$ cat src/rtl/rtc_pkg.sv
package rtc_pkg;

    typedef enum logic [2:0] {
        ST_IDLE,
        ST_HUND,
        ST_SEC,
        ST_MIN,
        ST_HOUR,
        ST_DATE,
        ST_MONTH,
        ST_YEAR
    } rtc_state_e;

    // Byte index of each field on the 64-bit time bus
    localparam logic [2:0] IDX_HUND  = 3'd0;
    localparam logic [2:0] IDX_SEC   = 3'd1;
    localparam logic [2:0] IDX_MIN   = 3'd2;
    localparam logic [2:0] IDX_HOUR  = 3'd3;
    localparam logic [2:0] IDX_DAY   = 3'd4;
    localparam logic [2:0] IDX_DATE  = 3'd5;
    localparam logic [2:0] IDX_MONTH = 3'd6;
    localparam logic [2:0] IDX_YEAR  = 3'd7;

    localparam int FREEZE_BIT = 37;  // day byte bit 5
    localparam int RSTEN_BIT  = 36;  // day byte bit 4

    localparam logic [63:0] LOAD_MASK  = 64'hFF1F_3F37_BF7F_7FFF;
    localparam logic [63:0] RESET_TIME = 64'h0001_0101_0000_0000;

    function automatic logic [7:0] bcd_inc(input logic [7:0] v);
        if (v[3:0] == 4'd9) return {v[7:4] + 4'd1, 4'd0};
        return {v[7:4], v[3:0] + 4'd1};
    endfunction

    function automatic rtc_state_e next_field(input rtc_state_e s);
        unique case (s)
            ST_HUND:  return ST_SEC;
            ST_SEC:   return ST_MIN;
            ST_MIN:   return ST_HOUR;
            ST_HOUR:  return ST_DATE;
            ST_DATE:  return ST_MONTH;
            ST_MONTH: return ST_YEAR;
            default:  return ST_IDLE;
        endcase
    endfunction

endpackage

$ cat src/rtl/rtc_month_days.sv
module rtc_month_days (
    input  logic [7:0] month_bcd,
    input  logic [7:0] year_bcd,
    output logic [5:0] last_date
);
    logic [1:0] yr_mod4;
    logic       leap;

    // 10*tens mod 4 equals 2*tens[0] mod 4
    assign yr_mod4 = year_bcd[1:0] + {year_bcd[4], 1'b0};
    assign leap    = (yr_mod4 == 2'b00);

    always_comb begin
        unique case (month_bcd)
            8'h02:                      last_date = leap ? 6'h29 : 6'h28;
            8'h04, 8'h06, 8'h09, 8'h11: last_date = 6'h30;
            default:                    last_date = 6'h31;
        endcase
    end
endmodule

$ cat src/rtl/rtc_field_step.sv
module rtc_field_step
    import rtc_pkg::*;
(
    input  rtc_state_e  state,
    input  logic [63:0] now,
    input  logic [5:0]  last_date,
    output logic [2:0]  field_idx,
    output logic [7:0]  field_next,
    output logic        carry,
    output logic        dow_wr,
    output logic [7:0]  dow_next
);
    logic [7:0] hund, sec, mins, hour, day, date, mon, yr;
    logic [7:0] hr12, hr24, hr12_inc, hr24_inc;

    assign hund = now[7:0];
    assign sec  = now[15:8];
    assign mins = now[23:16];
    assign hour = now[31:24];
    assign day  = now[39:32];
    assign date = now[47:40];
    assign mon  = now[55:48];
    assign yr   = now[63:56];

    assign hr12     = {3'b000, hour[4:0]};
    assign hr24     = {2'b00, hour[5:0]};
    assign hr12_inc = bcd_inc(hr12);
    assign hr24_inc = bcd_inc(hr24);

    always_comb begin
        field_idx  = IDX_HUND;
        field_next = hund;
        carry      = 1'b0;
        dow_wr     = 1'b0;
        dow_next   = day;
        unique case (state)
            ST_IDLE: ;
            ST_HUND: begin
                field_idx  = IDX_HUND;
                carry      = (hund == 8'h99);
                field_next = carry ? 8'h00 : bcd_inc(hund);
            end
            ST_SEC: begin
                field_idx  = IDX_SEC;
                carry      = (sec == 8'h59);
                field_next = carry ? 8'h00 : bcd_inc(sec);
            end
            ST_MIN: begin
                field_idx  = IDX_MIN;
                carry      = (mins == 8'h59);
                field_next = carry ? 8'h00 : bcd_inc(mins);
            end
            ST_HOUR: begin
                field_idx = IDX_HOUR;
                if (hour[7]) begin
                    if (hr12 == 8'h12) begin
                        field_next = {2'b10, hour[5], 5'h01};
                    end else if (hr12 == 8'h11) begin
                        field_next = {2'b10, ~hour[5], 5'h12};
                        carry      = hour[5];
                    end else begin
                        field_next = {2'b10, hour[5], hr12_inc[4:0]};
                    end
                end else begin
                    carry      = (hr24 == 8'h23);
                    field_next = carry ? 8'h00 : {2'b00, hr24_inc[5:0]};
                end
            end
            ST_DATE: begin
                field_idx  = IDX_DATE;
                carry      = (date[5:0] == last_date);
                field_next = carry ? 8'h01 : bcd_inc(date);
                dow_wr     = 1'b1;
                dow_next   = {day[7:3], (day[2:0] == 3'd7) ? 3'd1 : day[2:0] + 3'd1};
            end
            ST_MONTH: begin
                field_idx  = IDX_MONTH;
                carry      = (mon == 8'h12);
                field_next = carry ? 8'h01 : bcd_inc(mon);
            end
            ST_YEAR: begin
                field_idx  = IDX_YEAR;
                carry      = (yr == 8'h99);
                field_next = carry ? 8'h00 : bcd_inc(yr);
            end
        endcase
    end
endmodule

$ cat src/rtl/bcd_rtc_core.sv
module bcd_rtc_core
    import rtc_pkg::*;
#(
    parameter  int FIELD_W    = 8,
    parameter  int NUM_FIELDS = 8,
    localparam int BUS_W      = FIELD_W * NUM_FIELDS
) (
    input  logic             clk,
    input  logic             rst_n,
    input  logic             tick_100hz,
    input  logic             load_en,
    input  logic [BUS_W-1:0] load_data,
    output logic [BUS_W-1:0] time_out,
    output logic             rst_enable_out
);
    localparam int DOW_LSB = int'(IDX_DAY) * FIELD_W;

    rtc_state_e       state_q, state_d;
    logic             pending_q;
    logic [BUS_W-1:0] time_q;
    logic [5:0]       last_date;
    logic [2:0]       field_idx;
    logic [7:0]       field_next, dow_next;
    logic             carry, dow_wr;
    logic             field_we, dow_we, frozen;

    rtc_month_days days_i (
        .month_bcd (time_q[55:48]),
        .year_bcd  (time_q[63:56]),
        .last_date (last_date)
    );

    rtc_field_step step_i (
        .state      (state_q),
        .now        (time_q),
        .last_date  (last_date),
        .field_idx  (field_idx),
        .field_next (field_next),
        .carry      (carry),
        .dow_wr     (dow_wr),
        .dow_next   (dow_next)
    );

    assign frozen = time_q[FREEZE_BIT];

    // next-state logic
    always_comb begin
        state_d = state_q;
        unique case (state_q)
            ST_IDLE: begin
                if (!load_en && (tick_100hz || pending_q) && !frozen)
                    state_d = ST_HUND;
            end
            default: begin
                if (load_en)    state_d = ST_IDLE;
                else if (carry) state_d = next_field(state_q);
                else            state_d = ST_IDLE;
            end
        endcase
    end

    // state register
    always_ff @(posedge clk) begin
        if (!rst_n) state_q <= ST_IDLE;
        else        state_q <= state_d;
    end

    // outputs of the state machine
    always_comb begin
        field_we = (state_q != ST_IDLE) && !load_en;
        dow_we   = field_we && dow_wr;
    end

    always_ff @(posedge clk) begin
        if (!rst_n)                     pending_q <= 1'b0;
        else if (load_en)               pending_q <= 1'b0;
        else if (state_q == ST_IDLE)    pending_q <= 1'b0;
        else if (tick_100hz)            pending_q <= 1'b1;
    end

    always_ff @(posedge clk) begin
        if (!rst_n) begin
            time_q <= RESET_TIME;
        end else if (load_en) begin
            time_q <= load_data & LOAD_MASK;
        end else begin
            if (field_we) time_q[int'(field_idx) * FIELD_W +: FIELD_W] <= field_next;
            if (dow_we)   time_q[DOW_LSB +: FIELD_W] <= dow_next;
        end
    end

    assign time_out       = time_q;
    assign rst_enable_out = time_q[RSTEN_BIT];
endmodule

$ cat config.mk
export PLATFORM = sky130hd
export DESIGN_NAME = bcd_rtc_core
export DESIGN_NICKNAME = d
export VERILOG_FILES = /design/src/rtl/rtc_pkg.sv /design/src/rtl/rtc_month_days.sv /design/src/rtl/rtc_field_step.sv /design/src/rtl/bcd_rtc_core.sv
export SDC_FILE = /design/constraint.sdc
export NUM_CORES = 1
export LEC_CHECK = 0
export BUFFER_PORTS_ARGS = -buffer_cell sky130_fd_sc_hd__buf_2
export CAP_MARGIN = 25
export CORE_MARGIN = 2
export CORE_UTILIZATION = 50
export CTS_BUF_LIST = sky130_fd_sc_hd__clkbuf_16
export DETAILED_ROUTE_END_ITERATION = 8
export GPL_ROUTABILITY_DRIVEN = 1
export PLACE_DENSITY_LB_ADDON = 0.05
export SYNTH_ARGS = -nofsm -noshare
export SYNTH_HDL_FRONTEND = slang
export SYNTH_SLANG_ARGS = --single-unit
$ cat constraint.sdc
create_clock -name clk -period 4.1 [get_ports clk]
set_clock_uncertainty 0.1 [all_clocks]
set_input_delay 0.615 -clock clk [delete_from_list [all_inputs] [get_ports clk]]
set_output_delay 0.615 -clock clk [all_outputs]
set_load 0.05 [all_outputs]
* After elaboration in Yosys (flattened, before gate mapping) *
Index checks and enable logic that the tools add are counted.

word-level totals
  register bits after elaboration = 68
  input bits = 68
  output and inout port bits = 65
  word-level logic and storage cells = 139

operators by class
  $add $sub $neg = 18
  equality and inequality tests = 32
  shift operators = 2
  mux-type cells = 59
  bitwise gates (word level) = 3
  reduce and logical (&&, ||, !) cells = 18

operators by type and width
  cell                                                                      number
  8-bit two-way mux                                                         21
  64-bit two-way mux                                                        2
  64-bit bitwise mux                                                        1
  8-bit by 33-bit variable shift with 64-bit output (first input constant)  1
  8-bit by 33-bit indexed part select with 64-bit output                    1
  8-bit case mux with 7 select lines                                        1
  4-bit by 1-bit adder with 4-bit output (second input constant)            13
  3-bit case mux with 6 select lines                                        2
  6-bit negator with 33-bit output                                          1
  4-bit equality test (second input constant)                               7
  6-bit two-way mux                                                         4
  1-bit two-way mux                                                         18
  3-bit two-way mux                                                         6
  8-bit by 3-bit equality test with 1-bit output (second input constant)    2
  8-bit by 5-bit equality test with 1-bit output (second input constant)    2
  8-bit by 7-bit equality test with 1-bit output (second input constant)    2
  8-bit equality test (second input constant)                               2
  3-bit equality test (second input constant)                               5
  6-bit case mux with 2 select lines                                        1
  5-bit equality test (second input constant)                               2
  5-bit two-way mux                                                         2
  8-bit by 2-bit equality test with 1-bit output (second input constant)    1
  8-bit by 4-bit equality test with 1-bit output (second input constant)    1
  1-bit case mux with 7 select lines                                        1
  22 further kinds                                                          33

* Logic depth before layout (Yosys ltp) *
  depth after elaboration = 12
  mapped depth = 14
  mapped depth without buffers = 12

* Modules after synthesis *
Synthesis repeated with hierarchy kept, for this count alone.

unflattened totals
  cell total of the unflattened synthesis = 626
  area, all modules = 5134.9 µm²

modules (own cells, without submodules)
  module          times used  cells each  area each (µm²)  sequential area each (µm²)
  bcd_rtc_core    1           325         3005.4           1361.3
  rtc_field_step  1           281         1984.4           0.0
  rtc_month_days  1           20          145.1            0.0

* Least setup slack after synthesis *
No wires, ideal clock.

  kind = reg2reg
  start = register state_q[0]
  end = register time_q[51] (netlist: time_out[51])
  setup time = 0.129 ns
  arrival = 2.883 ns
  data required time = 3.871 ns
  path slack = 0.989 ns
  cell stages (with the launch flop) = 13
  path buffers = 1
  clock period less this slack = 3.111 ns
  path through = dfxtp_1 > inv_1 > ha_1 > or3_1 > a21oi_1 > buf_2 > ha_1 > ha_1 > or4b_2 > nand2_1 > o21ai_0 > nand2_1 > o31ai_1

between the ends
  cells in the longest elaborated chain, start to end = 7
  elaborated cells between the ends (all ways) = 18
  those cells by class = 1 x add/sub; 7 x eq/ne; 2 x shift; 5 x mux; 3 x reduce/logical

ends and longest elaborated chain
  element                                                                                                                             RTL line              source
  start: declaration                                                                                                                  bcd_rtc_core.sv:18    rtc_state_e state_q, state_d;
  start signal: assignment                                                                                                            bcd_rtc_core.sv:65    else state_q <= state_d;
  3-bit equality test, or another cell as far along                                                                                   --
  3-bit case mux with 6 select lines                                                                                                  rtc_field_step.sv:36  unique case (state)
  6-bit negator with 33-bit output                                                                                                    bcd_rtc_core.sv:87    if (field_we) time_q[int'(field_idx) * FIELD_W +: FIELD_W] <= field_next;
  8-bit by 33-bit indexed part select with 64-bit output / 8-bit by 33-bit variable shift with 64-bit output (equally long branches)  bcd_rtc_core.sv:87
  64-bit bitwise mux                                                                                                                  bcd_rtc_core.sv:87
  64-bit two-way mux                                                                                                                  bcd_rtc_core.sv:87
  64-bit two-way mux                                                                                                                  bcd_rtc_core.sv:84    end else if (load_en) begin
  end signal: assignment                                                                                                              bcd_rtc_core.sv:85    time_q <= load_data & LOAD_MASK;
  end signal: indexed assignment                                                                                                      bcd_rtc_core.sv:87
  end signal: indexed assignment                                                                                                      bcd_rtc_core.sv:88    if (dow_we) time_q[DOW_LSB +: FIELD_W] <= dow_next;
  end: declaration                                                                                                                    bcd_rtc_core.sv:20    logic [BUS_W-1:0] time_q;

Parallel ways exist; a longest one is shown, timed or not. The select of a mux whose other input is x is not followed.
A chain may end at the register's enable or synchronous reset.

* Worst setup path after layout *
  start = register state_q[0]
  end = register time_q[34] (netlist: time_out[34])

between the ends
  cells in the longest elaborated chain, start to end = 8
  elaborated cells between the ends (all ways) = 23
  those cells by class = 1 x add/sub; 8 x eq/ne; 2 x shift; 7 x mux; 5 x reduce/logical

ends and longest elaborated chain
  element                                                                                                                             RTL line
  3-bit equality test, or another cell as far along                                                                                   --
  3-bit case mux with 6 select lines                                                                                                  rtc_field_step.sv:36
  6-bit negator with 33-bit output                                                                                                    bcd_rtc_core.sv:87
  8-bit by 33-bit indexed part select with 64-bit output / 8-bit by 33-bit variable shift with 64-bit output (equally long branches)  bcd_rtc_core.sv:87
  64-bit bitwise mux                                                                                                                  bcd_rtc_core.sv:87
  64-bit two-way mux                                                                                                                  bcd_rtc_core.sv:87
  8-bit two-way mux                                                                                                                   bcd_rtc_core.sv:88
  64-bit two-way mux                                                                                                                  bcd_rtc_core.sv:84

Parallel ways exist; a longest one is shown, timed or not. The select of a mux whose other input is x is not followed.

==> results by group <==
Synth
  • Cell count after synthesis: 641
  • Area leader, netlist: dfxtp_1
  • Post-synth ARST share: 0%
  • Post-synth top area share: 27.10%
  • Post-synth EDFFs: 0
  • Mapped cell area: 0.005024 mm²
  • Top post-synthesis cells by count: 68 x dfxtp_1, 64 x nand2_1, 54 x nor2_1, 43 x o21ai_0, 32 x ha_1
  • Synth cell types: 76
  • FF+latch count, synth: 68
  • Ranking of synthesized cells by area: dfxtp_1 27%, ha_1 8.0%, nand2_1 4.8%, o21ai_0 4.3%, nor2_1 4.0%
  • Mapped Nets: 741
  • Count leader, synth: dfxtp_1
  • Main synth FF type: dfxtp_1
  • Synth warnings: 0
  • Mean post-synth cell area: 7.837 µm²
  • Post-synthesis sequential area ratio: 27.10%

Worst setup path
  • Slowest-stage cell, CP: nor4_2
  • Reg2reg start: state_q[0]
  • Startpoint types: flop
  • Data required, critical path: 4.28 ns
  • Crit-path max cell delay: 0.64 ns
  • Arrival time worst endpoint: 3.69 ns
  • R2R Setup Slk: 0.59 ns
  • Worst setup path category: reg2reg
  • Critical Path Fanout Max: 11
  • Crit path from: state_q[0]
  • Crit path max-delay family: simple AND/OR/NAND/NOR gates
  • Reg2reg end: time_out[34]
  • Levels on crit path: 12
  • Most common cell on crit path: ha_1
  • CP Capture Type: flop
  • CP bufs+invs: 2
  • Crit path to: time_out[34]
  • Reg2Reg Depth: 12
  • Critical path cell sequence: inv_1, ha_1, or3_1, a21oi_1, buf_4, ha_1, ha_1, nand2_1, nor4_2, o21ai_0, a221oi_1, a21o_1

Floorplanning
  • IO Pins: 133
  • Full die area: 0.01086 mm²
  • Standard-cell rows: 36
  • Initial Util: 51.40%
  • Die H: 104.2 µm
  • Die width: 104.2 µm
  • Core area: 0.009774 mm²

Route
  • Total Wirelength: 18.57 mm
  • DR vias: 5554
  • 1st-pass router iterations: 6
  • Routed length per placed instance: 20.91 µm
  • Post-route ant nets: 0
  • Iteration-0 DRC count of the detailed router: 498
  • DRC violations left: 0
  • Vias per Instance: 6.255

Min path
  • Hold Path Class: in2reg
  • Hold Crit Start: load_data[61]

Power and ir drop
  • Int Pwr: 1.232 mW
  • Register share of total power: 40.0%
  • Max VDD drop: 212.2 µV
  • P_leak: 2.490 nW
  • Switching portion of total power: 34.92%
  • NetSw: 0.6609 mW
  • Logic pwr share: 23.1%
  • Pwr dens: 315.7 mW/mm²
  • Clock power frac: 36.9%

Clock tree
  • TritonCTS clock tree: done
  • Worst-Skew Late Latency: 0.34 ns
  • CTS Root Cell: clkbuf_16
  • CTS Hold Buffers Added: 0
  • H-tree depth: 3
  • Post-CTS Setup Inserts: 0
  • Clock Sinks: 68
  • Post-cts sizing count: 0
  • Clock Path Buffers: 2
  • Clk slew on worst S/H paths: 0.06 ns
  • CTS buffer count: 9

Layout
  • Post-layout util: 61.34%
  • P&R area growth vs syn: 19.35%
  • Layout cells sized above 1: 21.85%
  • Final std cells w/o fill: 888
  • Fill count: 964
  • Nets@finish: 850
  • Ant diodes: 0
  • Footprint of the multi-input gates: 0.003390 mm²
  • Register area: 0.001361 mm²

Placement
  • DP Cell Count: 871
  • Gp weighted congestion: 0.9752
  • Place WS: 0.6627 ns
  • Port bufs: 121
  • DP Wirelength: 13.96 mm

Job
  • Total of max-cap violations: 0

Run status
  • Status: complete, no violations

GRT
  • Global Route Usage Sum: 33.82%
  • Pin count of the biggest net entering global routing: 29
  • Met3 usage: 5.952%
  • Global-route wire length before repair: 28.63 mm
  • Grt met2 use: 52.77%
  • GR peak layer: met2
  • Antenna violations before repair: 0
  • Vias in the first global route: 5124
  • Global route overflow: 0
  • Met1 Use GR: 46.83%

Timing
  • RSZ-0062 raised after global routing: false
  • Relative slew slack: 28.15%
  • Slew Limit Fails: 0
  • Final number of hold-violating endpoints: 0
  • Fmax: 285.3 MHz
  • Final setup violation count: 0
  • Post-route setup TNS: 0 ns
  • Final Cycle Share: 85.49%
  • Worst Slack Setup Final: 0.5948 ns
  • Slew @ Worst Pin: 1.071 ns
  • Fin crit period: 3.505 ns
-- area by class of cell --
| cell class | count | share of cell area [%] |
|---|---|---|
| sequential | 68 | 22.70 |
| timing repair buffer | 133 | 11.73 |
| multi-input combinational | 508 | 56.53 |
| clock inverter | 7 | 0.6260 |
| inverter | 30 | 1.878 |
| tap | 133 | 2.775 |
| clock buffer | 9 | 3.756 |
-- cells by family after synthesis --
group                    share of synthesized area, %
AND/OR/NAND/NOR                                 25.68
adder cells (fa/ha/maj)                         7.970
AO/OA/AOI/OAI                                   28.57
buffers and inverters                           5.429
flip-flops                                      27.10
XOR/XNOR                                        3.661
multiplexers                                    1.594
-- cell usage in the layout (no fill, tap or decap), types with 6 or more instances in the layout --
cell type  instances
a211oi_1           6
a21o_1             6
a21oi_1           26
a22o_1             9
a22oi_1           25
buf_2            121
buf_4             11
clkbuf_16          9
dfxtp_1           68
ha_1              32
inv_1             33
mux2i_1            8
nand2_1           64
nand2b_1           9
nand3_1           11
nand3b_1           7
nand4_1            7
nor2_1            54
nor2b_1           12
nor3_1            27
nor3b_1            7
nor4_1             6
o211ai_1           8
o21ai_0           43
o22ai_1           13
o31ai_1            8
xnor2_1           12
xor2_1             9
-- state kept, by name, indices dropped and copies added, names as in the netlist --
signal	cells
state_q	3
time_out	64
pending_q	1
-- stage by stage --
| stage | total power [mW] | hold slack (ns) | cell area (µm²) |
|---|---|---|---|
| 2_1_floorplan | 1.043 | 0.3393 | 5024 |
| 3_3_place_gp | 1.186 | 0.3558 | 5718 |
| 3_5_place_dp | 1.194 | 0.3450 | 5718 |
| 4_1_cts | 1.881 | 0.3684 | 5981 |
| 5_1_grt | 1.956 | 0.3800 | 5996 |
| 6_report | 1.893 | 0.3668 | 5996 |
-- per-layer routing --
layer	part of all wire, %	up-vias
li1	-	2615
met1	44	2626
met2	44	271
met3	8.5	42
met4	3.0	0
met5	0	-
-- worst register-to-register path: cells and delay by family (launching register included) --
kind	cells	cell delay (ns)
simple gates	3	1.18
compound gates	4	0.72
buf+inv	2	0.30
flops	1	0.46
fa+ha+maj	3	0.68
-- how the worst min path moves through the flow --
stage	cells past startpoint	endpoint
global placement	2	time_out[39]
detailed placement	2	time_out[39]
floorplan	2	pending_q
finish	3	time_out[61]
global route	2	time_out[42]
CTS	3	time_out[61]
-- power groups by stage --
| stage | registers, mW | logic (mW) | clock network [mW] |
|---|---|---|---|
| 5_1_grt | 0.761 | 0.464 | 0.731 |
| 3_5_place_dp | 0.768 | 0.426 | 0 |
| 2_1_floorplan | 0.851 | 0.191 | 0 |
| 6_report | 0.756 | 0.437 | 0.699 |
| 4_1_cts | 0.754 | 0.429 | 0.698 |
| 3_3_place_gp | 0.765 | 0.421 | 0 |
Power figures use the tool's default switching activity.
